File: src/rtl/sync_rx_pkg.sv
package sync_rx_pkg;
  localparam int unsigned DATA_W = 8;
  localparam int unsigned SYNC_STAGES = 2;
  localparam int unsigned BUF_DEPTH = 2;

  // status bit positions
  localparam int unsigned ST_NINTH = 0;
  localparam int unsigned ST_OVR   = 1;
  localparam int unsigned ST_FERR  = 2;
  localparam int unsigned ST_DONE  = 3;

  typedef enum logic {
    ADDR_STAT = 1'b0,
    ADDR_DATA = 1'b1
  } rd_addr_e;
endpackage

File: src/rtl/sync_rx_edge.sv
module sync_rx_edge #(
  parameter int unsigned STAGES = sync_rx_pkg::SYNC_STAGES
) (
  input  logic clk_i,
  input  logic rst_ni,
  input  logic sclk_i,
  input  logic sdata_i,
  output logic rise_o,
  output logic data_o
);
  logic [STAGES-1:0] ck_q, dt_q;
  logic              ck_prev_q;

  always_ff @(posedge clk_i or negedge rst_ni) begin
    if (!rst_ni) begin
      ck_q      <= '0;
      dt_q      <= '0;
      ck_prev_q <= 1'b0;
    end else begin
      ck_q      <= {ck_q[STAGES-2:0], sclk_i};
      dt_q      <= {dt_q[STAGES-2:0], sdata_i};
      ck_prev_q <= ck_q[STAGES-1];
    end
  end

  assign rise_o = ck_q[STAGES-1] & ~ck_prev_q;
  assign data_o = dt_q[STAGES-1];

  AST_RISE_SINGLE: assert property (@(posedge clk_i) disable iff (!rst_ni)
    rise_o |=> !rise_o);
endmodule

File: src/rtl/sync_rx_shift.sv
module sync_rx_shift #(
  parameter int unsigned DATA_W = sync_rx_pkg::DATA_W
) (
  input  logic              clk_i,
  input  logic              rst_ni,
  input  logic              en_i,
  input  logic              nine_i,
  input  logic              rise_i,
  input  logic              bit_i,
  output logic [DATA_W:0]   word_o,
  output logic              vld_o
);
  localparam int unsigned W  = DATA_W + 1;
  localparam int unsigned CW = $clog2(W + 1);

  logic [CW-1:0] cnt_q;
  logic [W-1:0]  sh_q, sh_nx;
  logic          last;

  assign last = nine_i ? (cnt_q >= CW'(W - 1)) : (cnt_q >= CW'(DATA_W - 1));

  always_comb begin
    sh_nx = (cnt_q == '0) ? '0 : sh_q;
    sh_nx[cnt_q] = bit_i;
  end

  always_ff @(posedge clk_i or negedge rst_ni) begin
    if (!rst_ni) begin
      cnt_q  <= '0;
      sh_q   <= '0;
      word_o <= '0;
      vld_o  <= 1'b0;
    end else if (!en_i) begin
      cnt_q <= '0;
      vld_o <= 1'b0;
    end else begin
      vld_o <= 1'b0;
      if (rise_i) begin
        sh_q <= sh_nx;
        if (last) begin
          cnt_q  <= '0;
          word_o <= sh_nx;
          vld_o  <= 1'b1;
        end else begin
          cnt_q <= cnt_q + 1'b1;
        end
      end
    end
  end

  AST_CNT_RANGE: assert property (@(posedge clk_i) disable iff (!rst_ni)
    cnt_q < CW'(W));
  AST_ABANDON: assert property (@(posedge clk_i) disable iff (!rst_ni)
    !en_i |=> (cnt_q == '0) && !vld_o);
endmodule

File: src/rtl/sync_rx_fifo.sv
module sync_rx_fifo #(
  parameter int unsigned WIDTH = sync_rx_pkg::DATA_W + 1,
  parameter int unsigned DEPTH = sync_rx_pkg::BUF_DEPTH
) (
  input  logic             clk_i,
  input  logic             rst_ni,
  input  logic             push_i,
  input  logic             pop_i,
  input  logic [WIDTH-1:0] wdata_i,
  output logic [WIDTH-1:0] rdata_o,
  output logic             empty_o,
  output logic             full_o
);
  localparam int unsigned AW  = (DEPTH > 1) ? $clog2(DEPTH) : 1;
  localparam int unsigned CNW = $clog2(DEPTH + 1);

  logic [WIDTH-1:0] mem_q [DEPTH];
  logic [AW-1:0]    rd_q, wr_q;
  logic [CNW-1:0]   cnt_q;

  function automatic logic [AW-1:0] inc(input logic [AW-1:0] p);
    return (p == AW'(DEPTH - 1)) ? '0 : p + 1'b1;
  endfunction

  assign empty_o = (cnt_q == '0);
  assign full_o  = (cnt_q == CNW'(DEPTH));
  assign rdata_o = mem_q[rd_q];

  always_ff @(posedge clk_i or negedge rst_ni) begin
    if (!rst_ni) begin
      rd_q  <= '0;
      wr_q  <= '0;
      cnt_q <= '0;
      for (int i = 0; i < DEPTH; i++) mem_q[i] <= '0;
    end else begin
      if (push_i) begin
        mem_q[wr_q] <= wdata_i;
        wr_q        <= inc(wr_q);
      end
      if (pop_i) rd_q <= inc(rd_q);
      if (push_i && !pop_i)      cnt_q <= cnt_q + 1'b1;
      else if (pop_i && !push_i) cnt_q <= cnt_q - 1'b1;
    end
  end

  AST_NO_OVERFLOW: assert property (@(posedge clk_i) disable iff (!rst_ni)
    push_i && !pop_i |-> !full_o);
  AST_NO_UNDERFLOW: assert property (@(posedge clk_i) disable iff (!rst_ni)
    pop_i |-> !empty_o);
endmodule

File: src/rtl/sync_slave_rx.sv
module sync_slave_rx
  import sync_rx_pkg::*;
#(
  parameter int unsigned DW = DATA_W
) (
  input  logic          clk_i,
  input  logic          rst_ni,
  input  logic          port_en_i,
  input  logic          sync_mode_i,
  input  logic          clk_src_i,
  input  logic          cont_rx_i,
  input  logic          single_rx_i,
  input  logic          nine_bit_i,
  input  logic          rx_ie_i,
  input  logic          sclk_i,
  input  logic          sdata_i,
  input  logic          rd_en_i,
  input  logic          rd_addr_i,
  output logic [DW-1:0] rd_data_o,
  output logic          rx_done_o,
  output logic          irq_o
);
  localparam int unsigned WW = DW + 1;

  logic          rise, sbit, slave_sel, rx_en;
  logic          word_vld, push, pop, empty, full;
  logic [WW-1:0] word, head;
  logic          ovr_q;
  logic [DW-1:0] stat;
  rd_addr_e      addr;

  assign addr      = rd_addr_e'(rd_addr_i);
  // single_rx_i deliberately unused: no meaning in slave mode
  assign slave_sel = port_en_i & sync_mode_i & ~clk_src_i;
  assign rx_en     = slave_sel & cont_rx_i & ~ovr_q;

  sync_rx_edge #(.STAGES(SYNC_STAGES)) u_edge (
    .clk_i, .rst_ni, .sclk_i, .sdata_i,
    .rise_o (rise),
    .data_o (sbit)
  );

  sync_rx_shift #(.DATA_W(DW)) u_shift (
    .clk_i, .rst_ni,
    .en_i   (rx_en),
    .nine_i (nine_bit_i),
    .rise_i (rise),
    .bit_i  (sbit),
    .word_o (word),
    .vld_o  (word_vld)
  );

  assign pop  = rd_en_i & (addr == ADDR_DATA) & ~empty;
  assign push = word_vld & ~ovr_q & (~full | pop);

  sync_rx_fifo #(.WIDTH(WW), .DEPTH(BUF_DEPTH)) u_buf (
    .clk_i, .rst_ni,
    .push_i  (push),
    .pop_i   (pop),
    .wdata_i (word),
    .rdata_o (head),
    .empty_o (empty),
    .full_o  (full)
  );

  always_ff @(posedge clk_i or negedge rst_ni) begin
    if (!rst_ni)                          ovr_q <= 1'b0;
    else if (!cont_rx_i)                  ovr_q <= 1'b0;
    else if (word_vld && full && !pop)    ovr_q <= 1'b1;
  end

  assign rx_done_o = ~empty;
  assign irq_o     = rx_done_o & rx_ie_i;

  always_comb begin
    stat           = '0;
    stat[ST_NINTH] = ~empty & head[DW];
    stat[ST_OVR]   = ovr_q;
    stat[ST_FERR]  = 1'b0;
    stat[ST_DONE]  = ~empty;
  end

  assign rd_data_o = (addr == ADDR_STAT) ? stat : (empty ? '0 : head[DW-1:0]);

  AST_IRQ_NEEDS_FLAG: assert property (@(posedge clk_i) disable iff (!rst_ni)
    irq_o |-> rx_done_o);
  AST_OVR_STICKY: assert property (@(posedge clk_i) disable iff (!rst_ni)
    ovr_q && cont_rx_i |=> ovr_q);
  AST_OVR_CLEAR: assert property (@(posedge clk_i) disable iff (!rst_ni)
    !cont_rx_i |=> !ovr_q);
  AST_DONE_AFTER_PUSH: assert property (@(posedge clk_i) disable iff (!rst_ni)
    push |=> rx_done_o);
  AST_NO_PUSH_IDLE: assert property (@(posedge clk_i) disable iff (!rst_ni)
    !slave_sel |=> !word_vld);
endmodule

File: config.mk
export PLATFORM = sky130hd
export DESIGN_NAME = sync_slave_rx
export DESIGN_NICKNAME = d
export VERILOG_FILES = /design/src/rtl/sync_rx_pkg.sv /design/src/rtl/sync_rx_edge.sv /design/src/rtl/sync_rx_shift.sv /design/src/rtl/sync_rx_fifo.sv /design/src/rtl/sync_slave_rx.sv
export SDC_FILE = /design/constraint.sdc
export NUM_CORES = 1
export LEC_CHECK = 0
export BUFFER_PORTS_ARGS = -buffer_cell sky130_fd_sc_hd__buf_2
export CORE_MARGIN = 1.5
export CORE_UTILIZATION = 46
export DETAILED_ROUTE_END_ITERATION = 7
export PLACE_DENSITY_LB_ADDON = 0.05
export SLEW_MARGIN = 30
export SYNTH_ARGS = -nofsm -noshare
export SYNTH_HDL_FRONTEND = slang
export SYNTH_SLANG_ARGS = --single-unit
File: constraint.sdc
create_clock -name clk_i -period 2.9 [get_ports clk_i]
set_input_delay 0.145 -clock clk_i [delete_from_list [all_inputs] [get_ports clk_i]]
set_output_delay 0.145 -clock clk_i [all_outputs]
set_load 0.005 [all_outputs]
Word level (Yosys, flattened, before mapping)
Index checks and enable logic that the tools add are counted.

Register bits: 51. Bits of input ports: 13. Output and inout port bits: 10. Word-level logic and storage cells: 85.

Add/subtract/negate cells: 5. Magnitude comparators: 7. Equality and inequality tests: 3. Mux-type cells: 25. Bitwise operators: 19. Reduce and logical (&&, ||, !) cells: 13.

Operators by type and width (number): two-way mux 9 bit (5); bitwise mux 18 bit (1); two-way mux 8 bit (2); two-way mux 4 bit (3); bitwise AND 1 bit (11); bitwise mux 9 bit (1); demux 9 bit (select 1 bit) (1); two-way mux 1 bit (9); logical AND 1 bit (6); < comparator 4 x 5 -> 1 bit, second input constant (1); inverter 1 bit (5); adder 4 x 1 -> 4 bit, second input constant (1); demux 1 bit (select 4 bit) (1); greater-or-equal comparator 2 bit, second input constant (2); greater-or-equal comparator 4 x 1 -> 1 bit, second input constant (1); greater-or-equal comparator 4 x 3 -> 1 bit, second input constant (1); greater-or-equal comparator 4 bit, second input constant (1); zero test 4 bit (1); two-way mux 2 bit (2); inverter 1 -> 2 bit (2); AND reduction 3 bit (1); adder 1 bit, second input constant (2); adder 2 x 1 -> 2 bit, second input constant (1); == test 2 bit, second input constant (1); other kinds (9) (10).

Depth between registers and ports, before layout
Gate-level depths: netlist of the first run.

Depth in word-level cells: 9. Gate-level depth with buffers: 7. Mapped depth without buffers: 6.

Hierarchy
A second synthesis of the first run with hierarchy kept.

Cells, all modules: 204. Area total of the unflattened synthesis: 2428.6 um2.

Modules (own cells, without submodules): sync_rx_shift (instances 1, cells an instance 112, area each 1128.6 um2, sequential area each 575.6 um2); sync_rx_fifo (instances 1, cells an instance 63, area each 993.5 um2, sequential area each 550.5 um2); sync_slave_rx (instances 1, cells an instance 23, area each 167.7 um2, sequential area each 25.0 um2); sync_rx_edge (instances 1, cells an instance 6, area each 138.9 um2, sequential area each 125.1 um2).

Worst setup path before layout of the first run
OpenSTA, ideal clock, no wires.

Path type: register to register. From: reg u_shift.cnt_q[0]. To: reg u_shift.word_o[0]. Library setup time: 0.083 ns. Data arrival time: 1.521 ns. Required time: 2.817 ns. Slack: 1.296 ns. Stages on the path, launching flop included: 7. Buffers on the path: 1. Period minus slack after synthesis: 1.604 ns. Cell sequence: dfrtp_1 ha_1 and3b_1 o211ai_2 clkbuf_1 nand2_1 o21ai_0.

Word-level cells in the longest chain between the ends: 5. Elaborated cells between the ends (all ways): 12. Classes of those cells: 4 x order compare; 5 x mux; 3 x reduce/logical.

Ends and longest elaborated chain: start: declaration (RTL line sync_rx_shift.sv:16) `logic [CW-1:0] cnt_q;`; start signal: assignment (RTL line sync_rx_shift.sv:45) `cnt_q <= cnt_q + 1'b1;`; < comparator 4 x 5 -> 1 bit (implied by the code) / greater-or-equal comparator 4 x 1 -> 1 bit (equally long branches) (RTL line sync_rx_shift.sv:24) `sh_nx[cnt_q] = bit_i;`; logical AND 1 bit (implied by the code) (RTL line sync_rx_shift.sv:24); two-way mux 1 bit (implied by the code) (RTL line sync_rx_shift.sv:24); demux 1 bit (select 4 bit); bitwise mux 9 bit (RTL line sync_rx_shift.sv:24); end signal: assignment (RTL line sync_rx_shift.sv:42) `word_o <= sh_nx;`; end: declaration (RTL line sync_rx_shift.sv:10) `output logic [DATA_W:0] word_o,`.

Several ways; a longest one is shown, not always the timed one. A chain may end at the register's enable or synchronous reset.

Worst setup path in the final report of the first run
From: reg u_buf.rd_q. To: out rd_data_o[0].

Word-level cells in the longest chain between the ends: 6. Elaborated cells between the ends (all ways): 7. Classes of those cells: 5 x mux; 2 x bitwise.

Ends and longest elaborated chain: start: declaration (RTL line sync_rx_fifo.sv:18) `logic [AW-1:0] rd_q, wr_q;`; start signal: assignment (RTL line sync_rx_fifo.sv:40) `if (pop_i) rd_q <= inc(rd_q);`; inverter 1 -> 2 bit (implied by the code) * (RTL line sync_rx_fifo.sv:27) `assign rdata_o = mem_q[rd_q];`; two-way mux 9 bit (implied by the code) * (3 in series) (RTL line sync_rx_fifo.sv:27); bitwise AND 1 bit / two-way mux 8 bit (equally long branches) (RTL line sync_slave_rx.sv:77, sync_slave_rx.sv:83); two-way mux 8 bit * (RTL line sync_slave_rx.sv:83) `assign rd_data_o = (addr == ADDR_STAT) ? stat : (empty ? '0 : head[DW-1:0]);`; end: declaration (RTL line sync_slave_rx.sv:19) `output logic [DW-1:0] rd_data_o,`.

Every way passes the cells marked *; elsewhere a longest branch is shown, timed or not. The select of a mux whose other input is x is not followed.

==> results of run 1 <==
-- power groups by stage --
stage | clock (mW) | sequential, mW | combinational, mW
after detailed placement | 0 | 0.815 | 0.153
after floorplan | 0 | 0.774 | 0.130
final | 0.500 | 0.800 | 0.154
after global routing | 0.546 | 0.806 | 0.170
after CTS | 0.523 | 0.801 | 0.156
after global placement | 0 | 0.809 | 0.145
-- final cells by class --
class                           count  area (µm²)
Tap cell                           67        83.8
Timing Repair Buffer               24         138
Multi-Input combinational cell    135         985
Sequential cell                    51        1280
Inverter                            7        26.3
Clock inverter                      2        35.0
Fill cell                         439        2160
Clock buffer                        6        82.6
-- through the flow --
stage | cell area (µm²) | power [mW] | utilization
floorplan | 2320 | 0.904 | -
global placement | 2480 | 0.954 | 0.517
detailed placement | 2480 | 0.968 | 0.518
CTS | 2630 | 1.48 | 0.549
global route | 2630 | 1.52 | 0.549
finish | 2630 | 1.45 | 0.549
-- cell families (layout without fill, tap and decap cells) --
| family | after synthesis | after routing | synth area share |
|---|---|---|---|
| AOI/OAI and AO/OA | 42 | 42 | 0.122 |
| xor gates and xnor gates | 5 | 5 | 0.0189 |
| adders and majority gates | 5 | 5 | 0.0269 |
| buffers and inverters | 14 | 39 | 0.0264 |
| DFF | 51 | 51 | 0.550 |
| muxes | 30 | 30 | 0.148 |
| and+or+nand+nor | 53 | 53 | 0.109 |
-- timing repair --
action / CTS / global route
hold buffers: 3 / 0
gates resized for setup: 0 / 0
endpoints found under the hold margin: 53 / 0
-- final timing paths --
check	from	endpoint	slack, ns	cells after the start
worst max-delay path	u_buf.rd_q	rd_data_o[0]	0.87	3
worst min-delay path	cont_rx_i	ovr_q	0.09	2
worst max register to register	u_buf.cnt_q[0]	u_buf.mem_q[16]	1.08	4
worst min register to register	u_edge.ck_q[0]	u_edge.ck_q[1]	0.36	0
max in group asynchronous	rst_ni	u_shift.word_o[7]	2.06	2
min in group asynchronous	rst_ni	u_buf.wr_q	0.40	2
-- Yosys cell counts --
| cell type | count | area (µm²) |
|---|---|---|
| inv_1 | 7 | 26.3 |
| nand3b_1 | 1 | 7.51 |
| o211ai_2 | 1 | 12.5 |
| and2b_1 | 1 | 7.51 |
| xor2_1 | 3 | 26.3 |
| nand2b_1 | 1 | 6.26 |
| or2_2 | 1 | 6.26 |
| ha_1 | 5 | 62.6 |
| nor2b_1 | 3 | 18.8 |
| and4bb_2 | 1 | 12.5 |
| nand3_1 | 3 | 15.0 |
| nand2_1 | 25 | 93.8 |
| dfrtp_1 | 51 | 1280 |
| nor3_1 | 1 | 5.00 |
| buf_2 | 1 | 5.00 |
| mux2i_1 | 8 | 80.1 |
| nor2_1 | 10 | 37.5 |
| a21oi_1 | 2 | 10.0 |
| o22ai_1 | 1 | 6.26 |
| clkbuf_1 | 5 | 18.8 |
| buf_6 | 1 | 11.3 |
| a21boi_0 | 1 | 7.51 |
| a22oi_1 | 3 | 22.5 |
| and3b_1 | 2 | 17.5 |
| mux4_1 | 1 | 26.3 |
| a32oi_1 | 5 | 43.8 |
| o31a_1 | 2 | 17.5 |
| a41oi_1 | 1 | 8.76 |
| and2_1 | 2 | 12.5 |
| o21bai_1 | 1 | 7.51 |
| o21ai_0 | 24 | 120 |
| mux2_2 | 21 | 236 |
| a311oi_4 | 1 | 26.3 |
| xnor2_1 | 2 | 17.5 |
| nand2_2 | 2 | 12.5 |
-- registers in the layout, indices dropped and copies added (netlist names), 2 cells and up --
name,flops
u_shift.sh_q,9
u_shift.word_o,9
u_edge.ck_q,2
u_buf.cnt_q,2
u_buf.mem_q,18
u_shift.cnt_q,4
u_edge.dt_q,2
-- per-layer routing --
metal / vias up / wire (µm)
met3: 8 / 105
met2: 23 / 2090
met4: 0 / 85
met5: - / 0
met1: 751 / 1890
li1: 753 / -
-- critical path: cells and delay by family, from the launching register on --
kind / cells / cell delay, ns
flip-flops: 1 / 0.69
multiplexers: 1 / 0.61
AND/OR/NAND/NOR: 1 / 0.16
buffers and inverters: 1 / 0.12
==> summary.md, run 1 <==
| Metric | Value |
|---|---|
| Max FO, Critical Path | 9 |
| Worst path arrival time | roughly 1.9 ns |
| Max-cap viol count | 0 |
| Layer with the highest usage | met2 |
| Total internal power | 1.10 mW |
| Worst slack at placement | 1.09 ns |
| Largest net degree at the start of global routing | 52 |
| Slew @ Worst Pin | approximately 0.64 ns |
| Synth warn | 0 |
| Core box area | 4790 µm² |
| Worst hold path type | in2reg |
| CTS root buffer | clkbuf_8 |
| Clock Latency Late Sink | ~0.30 ns |
| Slowest stage delay, CP | 0.69 ns |
| Instance count of the mapped netlist | 200 |
| Die Span Y | 74.1 µm |
| Switching pwr | 0.357 mW |
| Most frequent cells in the layout | dfrtp_1, nand2_1, o21ai_0, mux2_2, buf_2 |
| Fin Setup TNS | 0 ns |
| Global-route wire length before repair | 7140 µm |
| Initial antenna violation count | 0 |
| Wirelength per Cell | 14.3 µm |
| Avg Synthesized Cell Area | 11.6 µm² |
| Met1 Use GR | 0.212 |
| Area of the mapped netlist | 2320 µm² |
| H-tree depth | 2 |
| Port bufs | 21 |
| Starting Density | 0.485 |
| Die ar. | roughly 5500 µm² |
| Number of detailed-route iterations in the first pass | 4 |
| GR Util met2 | 0.293 |
| Iteration-0 DRC Markers | 76 |
| Yosys reg bits | between 50 and 60 |
| Diode count | 0 |
| RD Place Congestion | 0.817 |
| Status | complete, no violations |
| CTS Buf Count | 5 |
| Pwr/cell area | between 500 and 600 nW/µm² |
| Critical Path End Type | output port |
| Seq pwr share | 0.550 |
| Critical path class | reg2out |
| Area growth syn-to-layout | 13.1% |
| Met3 usage | 0.0407 |
| Commonest non-fill, non-tap cell in the layout | dfrtp_1 |
| Vias in the first global route | 1538 |
| Clk_skew | 0.00316 ns |
| Clock buffer depth | 2 |
| Via count | 1535 |
| LEAKAGE | 1.25 nW |
| Slew HR | 0.570 |
| FP Rows | 25 |
| Post-DP HPWL | 3020 µm |
| Final wirelength | 4180 µm |
| Synth unique cells | 35 |
| Final std cells w/o fill | 292 |
| Cells along the critical path | mux4_1, and2_1, buf_2 |
| Startpoint types | flip-flop |
| Hold slack | 0.0915 ns |
| Setup violators final | 0 |
| CTS tree | done |
| Final Hold Viols | 0 |
| Clk pwr share | 0.344 |
| Worst-path clk slew | 0.08 ns |
| Max Freq | between 400 and 500 MHz |
| Peak VDD IR | ~0.26 mV |
| Combinational power share | 0.106 |
| Post-CTS setup buffers | 0 |
| CTS Sinks | 51 |
| Crit path time final | 2.03 ns |
| Final period util | 0.699 |
| Sequential area share after synthesis | 0.550 |
| DRC viols | 0 |
| Max-slew violation count | 0 |
| GRT Total Usage | 0.174 |
| Nets@finish | 242 |
| Via density | roughly 5.3 |
| Die X | 74.1 µm |
| CP max stage cell | dfrtp_1 |
| RSZ-0062 raised after global routing | no |
| Setup ws final | 0.874 ns |
| Post-synthesis net count | 218 |
| Worst path required time | 2.76 ns |
| Top Ports | 23 |
| Switching share of power | 0.245 |
| Placed cells | 281 |
| GR Overflow Total | 0 |
| Final ANT Viol Nets | 0 |
| Share of cells above drive strength 1 | 0.249 |
Power figures use the tool's default switching activity.
==> run 2, diff against run 1 <==
- ABC_AREA: not set -> 1
- clock period: 2.9 -> 1.8 ns (I/O delays scaled with it)
==> summary.md, run 2 <==
| Metric | Value |
|---|---|
| Status | complete, no violations |
| Final period util | 0.886 |
| Clk pwr share | 0.308 (-0.036) |
| Placed Area | 2810 µm² (+13%) |
| FP Rows | 27 (+8.0%) |
| Setup violators final | 0 (unchanged) |
| Nets@finish | 362 (+50%) |
| Switching pwr | 0.663 mW (+86%) |
| Vias in the first global route | 1816 (+18%) |
| Clk_skew | 0.00443 ns (+0.00127 ns) |
| Diode count | 0 (unchanged) |
| Top Metal Used | met4 |
| Number of detailed-route iterations in the first pass | 4 (unchanged) |
| RD Place Congestion | 0.843 (+3.2%) |
| CP max stage cell | dfrtp_1 |
| Instance count of the mapped netlist | 314 (+57%) |
| Iteration-0 DRC Markers | 116 (+53%) |
| Met2 wire length | 2180 µm (+4.2%) |
| Area contributors post-synth | dfrtp_1, nand2_1, o21ai_2 |
| Leading area contributor after synthesis | dfrtp_1 |
| Area growth syn-to-layout | 12.8% |
| Met3 wire len | 124 µm (+18%) |
| Largest register FFs | 18 (unchanged) |
| Final ANT Viol Nets | 0 (unchanged) |
| CTS tree | done |
| Most frequent cells in the layout | nand2_1, dfrtp_1, inv_1, buf_2, nand3_1 |
| Design area | 2950 µm² (+12%) |
| Async set-reset flop share out of synthesis | 1.00 (unchanged) |
| CP top delay family | buffers and inverters |
| Yosys top cell area share | 0.489 (-0.0608) |
| Post-DP HPWL | 3370 µm (+12%) |
| Max-slew violation count | 0 (unchanged) |
| Die ar. | 6140 µm² (+12%) |
| Slew HR | 0.612 (+0.0417) |
| Worst hold path type | in2reg |
| Top Ports | 23 (unchanged) |
| Slowest stage delay, CP | 0.43 ns (-0.26 ns) |
| Die Span Y | 78.3 µm (+5.8%) |
| Hold slack | 0.0194 ns (-0.0721 ns) |
| Worst-path clk slew | 0.09 ns (about the same) |
| Post-synth EDFFs | 0 (unchanged) |
| Critical path class | reg2out |
| Final wirelength | 4720 µm (+13%) |
| Pwr/cell area | 804 nW/µm² (+45%) |
| Synth warn | 0 (unchanged) |
| Port bufs | 21 (unchanged) |
| Worst path arrival time | 1.50 ns (-0.38 ns) |
| CTS Sinks | 51 (unchanged) |
| Worst path required time | 1.71 ns (-1.05 ns) |
| Seq pwr share | 0.523 (-0.027) |
| Max Freq | 627 MHz |
| Total internal power | 1.71 mW (+55%) |
| RSZ-0062 raised after global routing | no |
| Slew @ Worst Pin | 0.582 ns (-0.0626 ns) |
| CTS root buffer | clkbuf_8 |
| Global-route wire length before repair | 8440 µm (+18%) |
| Commonest non-fill, non-tap cell in the layout | nand2_1 |
| Top reg by flops | u_buf.mem_q |
| Hold buffers post-CTS | 3 (unchanged) |
| H-tree depth | 2 (unchanged) |
| Top Registers | u_buf.mem_q (18), u_shift.sh_q (9), u_shift.word_o (9) |
| Most frequent cell after synthesis | nand2_1 |
| Final Hold Viols | 0 (unchanged) |
| Core box area | 5510 µm² (+15%) |
| DRT met1 WL | 2340 µm (+24%) |
| Switching share of power | 0.280 (+0.0344) |
| Critical Path End Type | output port |
| Sequential area share after synthesis | 0.489 (-0.0608) |
| Wirelength per Cell | 11.3 µm (-21%) |
| GRT Total Usage | 0.174 (about the same) |
| Max FO, Critical Path | 5 (-4) |
| Initial antenna violation count | 0 (unchanged) |
| Startpoint types | flip-flop |
| Clock Latency Late Sink | 0.30 ns (about the same) |
| Via count | 1948 (+27%) |
| LEAKAGE | 1.61 nW (+29%) |
| Post-CTS setup buffers | 0 (unchanged) |
| Synth unique cells | 28 (-20%) |
| Clock buffer depth | 2 (unchanged) |
| Commonest register cell after synthesis | dfrtp_1 |
| Crit path time final | 1.59 ns |
| Largest net degree at the start of global routing | 29 (-44%) |
| Die X | 78.3 µm (+5.8%) |
| Cells along the critical path | nor2_1, buf_4, inv_1, nand2_1, inv_1, nand2_1, inv_1, buf_2 |
| Max-cap viol count | 0 (unchanged) |
| Post-synthesis net count | 332 (+52%) |
| CTS Buf Count | 5 (unchanged) |
| Share of cells above drive strength 1 | 0.203 (-0.0460) |
| GR Overflow Total | 0 (unchanged) |
| Crit path buffers/inverters | 5 (+4) |
| Fin Setup TNS | 0 ns (unchanged) |
| Avg Synthesized Cell Area | 8.32 µm² (-28%) |
| Via density | 4.67 (-11%) |
| DRC viols | 0 (unchanged) |
| Starting Density | 0.474 (-0.0110) |
| CTS resizes | 0 (unchanged) |
| Combinational power share | 0.168 (+0.062) |
| Area of the mapped netlist | 2610 µm² (+12%) |
| Most frequent cells after synthesis | nand2_1, dfrtp_1, inv_1 |
| Peak VDD IR | 0.389 mV (+50%) |
| Most common cell on crit path | inv_1 |
| Yosys reg bits | 51 (unchanged) |
-- run 2: changes by cell type after synthesis, sizes merged, moves of 3 or more --
cell    previous run  this run
nand3              3        25
inv                7        37
nor2b              3         0
buf                2         5
mux2i              8         0
nor2              10        21
nand2             27       134
a22oi              3         0
a32oi              5         0
mux2              21         0
clkbuf             5         1
-- run 2: layer usage --
layer,global-route usage,vias up
li1,-,1029
met1,0.237,876
met2,0.279,36
met3,0.0244,7
met4,0.0714,0
met5,0,-
-- run 2: power by group through the flow --
stage          Combinational [mW]  Sequential [mW]  Clock (mW)
3_5_place_dp                0.405             1.26           0
6_report                    0.399             1.24       0.730
4_1_cts                     0.412             1.24       0.759
3_3_place_gp                0.401             1.26           0
2_1_floorplan               0.252             1.24           0
5_1_grt                     0.454             1.25       0.793
-- run 2: worst reg2reg max path, cell delays in order, from the launching register on --
cell and delay [ns]:
dfrtp_1 0.41, inv_1 0.11, nand3_2 0.16, nand2_1 0.12, inv_1 0.05, ha_1 0.29, nor2_1 0.11, nand2_1 0.07
xnor2_1 0.12
-- run 2: worst paths after layout --
path / start / end / slack [ns] / cells after the start
setup reg to reg: u_buf.cnt_q[0] / u_buf.cnt_q[1] / 0.27 / 8
min in group asynchronous: rst_ni / u_buf.cnt_q[1] / 0.31 / 2
hold / removal: cont_rx_i / ovr_q / 0.02 / 2
setup / recovery: u_buf.cnt_q[1] / rd_data_o[6] / 0.21 / 8
max in group asynchronous: rst_ni / u_shift.sh_q[0] / 0.95 / 3
hold reg to reg: u_edge.dt_q[0] / u_edge.dt_q[1] / 0.36 / 0
-- run 2: kinds of logic after synthesis --
family / share of synthesized area
xor gates and xnor gates: 0.0101
buffers and inverters: 0.0709
and+or+nand+nor: 0.324
AOI/OAI and AO/OA: 0.0824
DFF: 0.489
adders and majority gates: 0.0240
-- run 2: through the flow --
step | total power [mW] | util | setup WS, ns | cells
finish | 2.37 | 0.535 | 0.206 | 417
global route | 2.50 | 0.535 | 0.0442 | 417
CTS | 2.41 | 0.535 | 0.157 | 417
detailed placement | 1.67 | 0.511 | 0.271 | 406
global placement | 1.66 | 0.511 | 0.267 | 406
floorplan | 1.49 | - | 0.354 | 314
-- run 2: final cells by class --
type | instances | area, µm²
fillers | 553 | 2560
flip-flops and latches | 51 | 1280
multi-input cells | 220 | 1150
repair buffers | 29 | 185
inverters | 37 | 141
clock buffers | 7 | 96.3
well taps | 72 | 90.1
clock inverters | 1 | 7.51
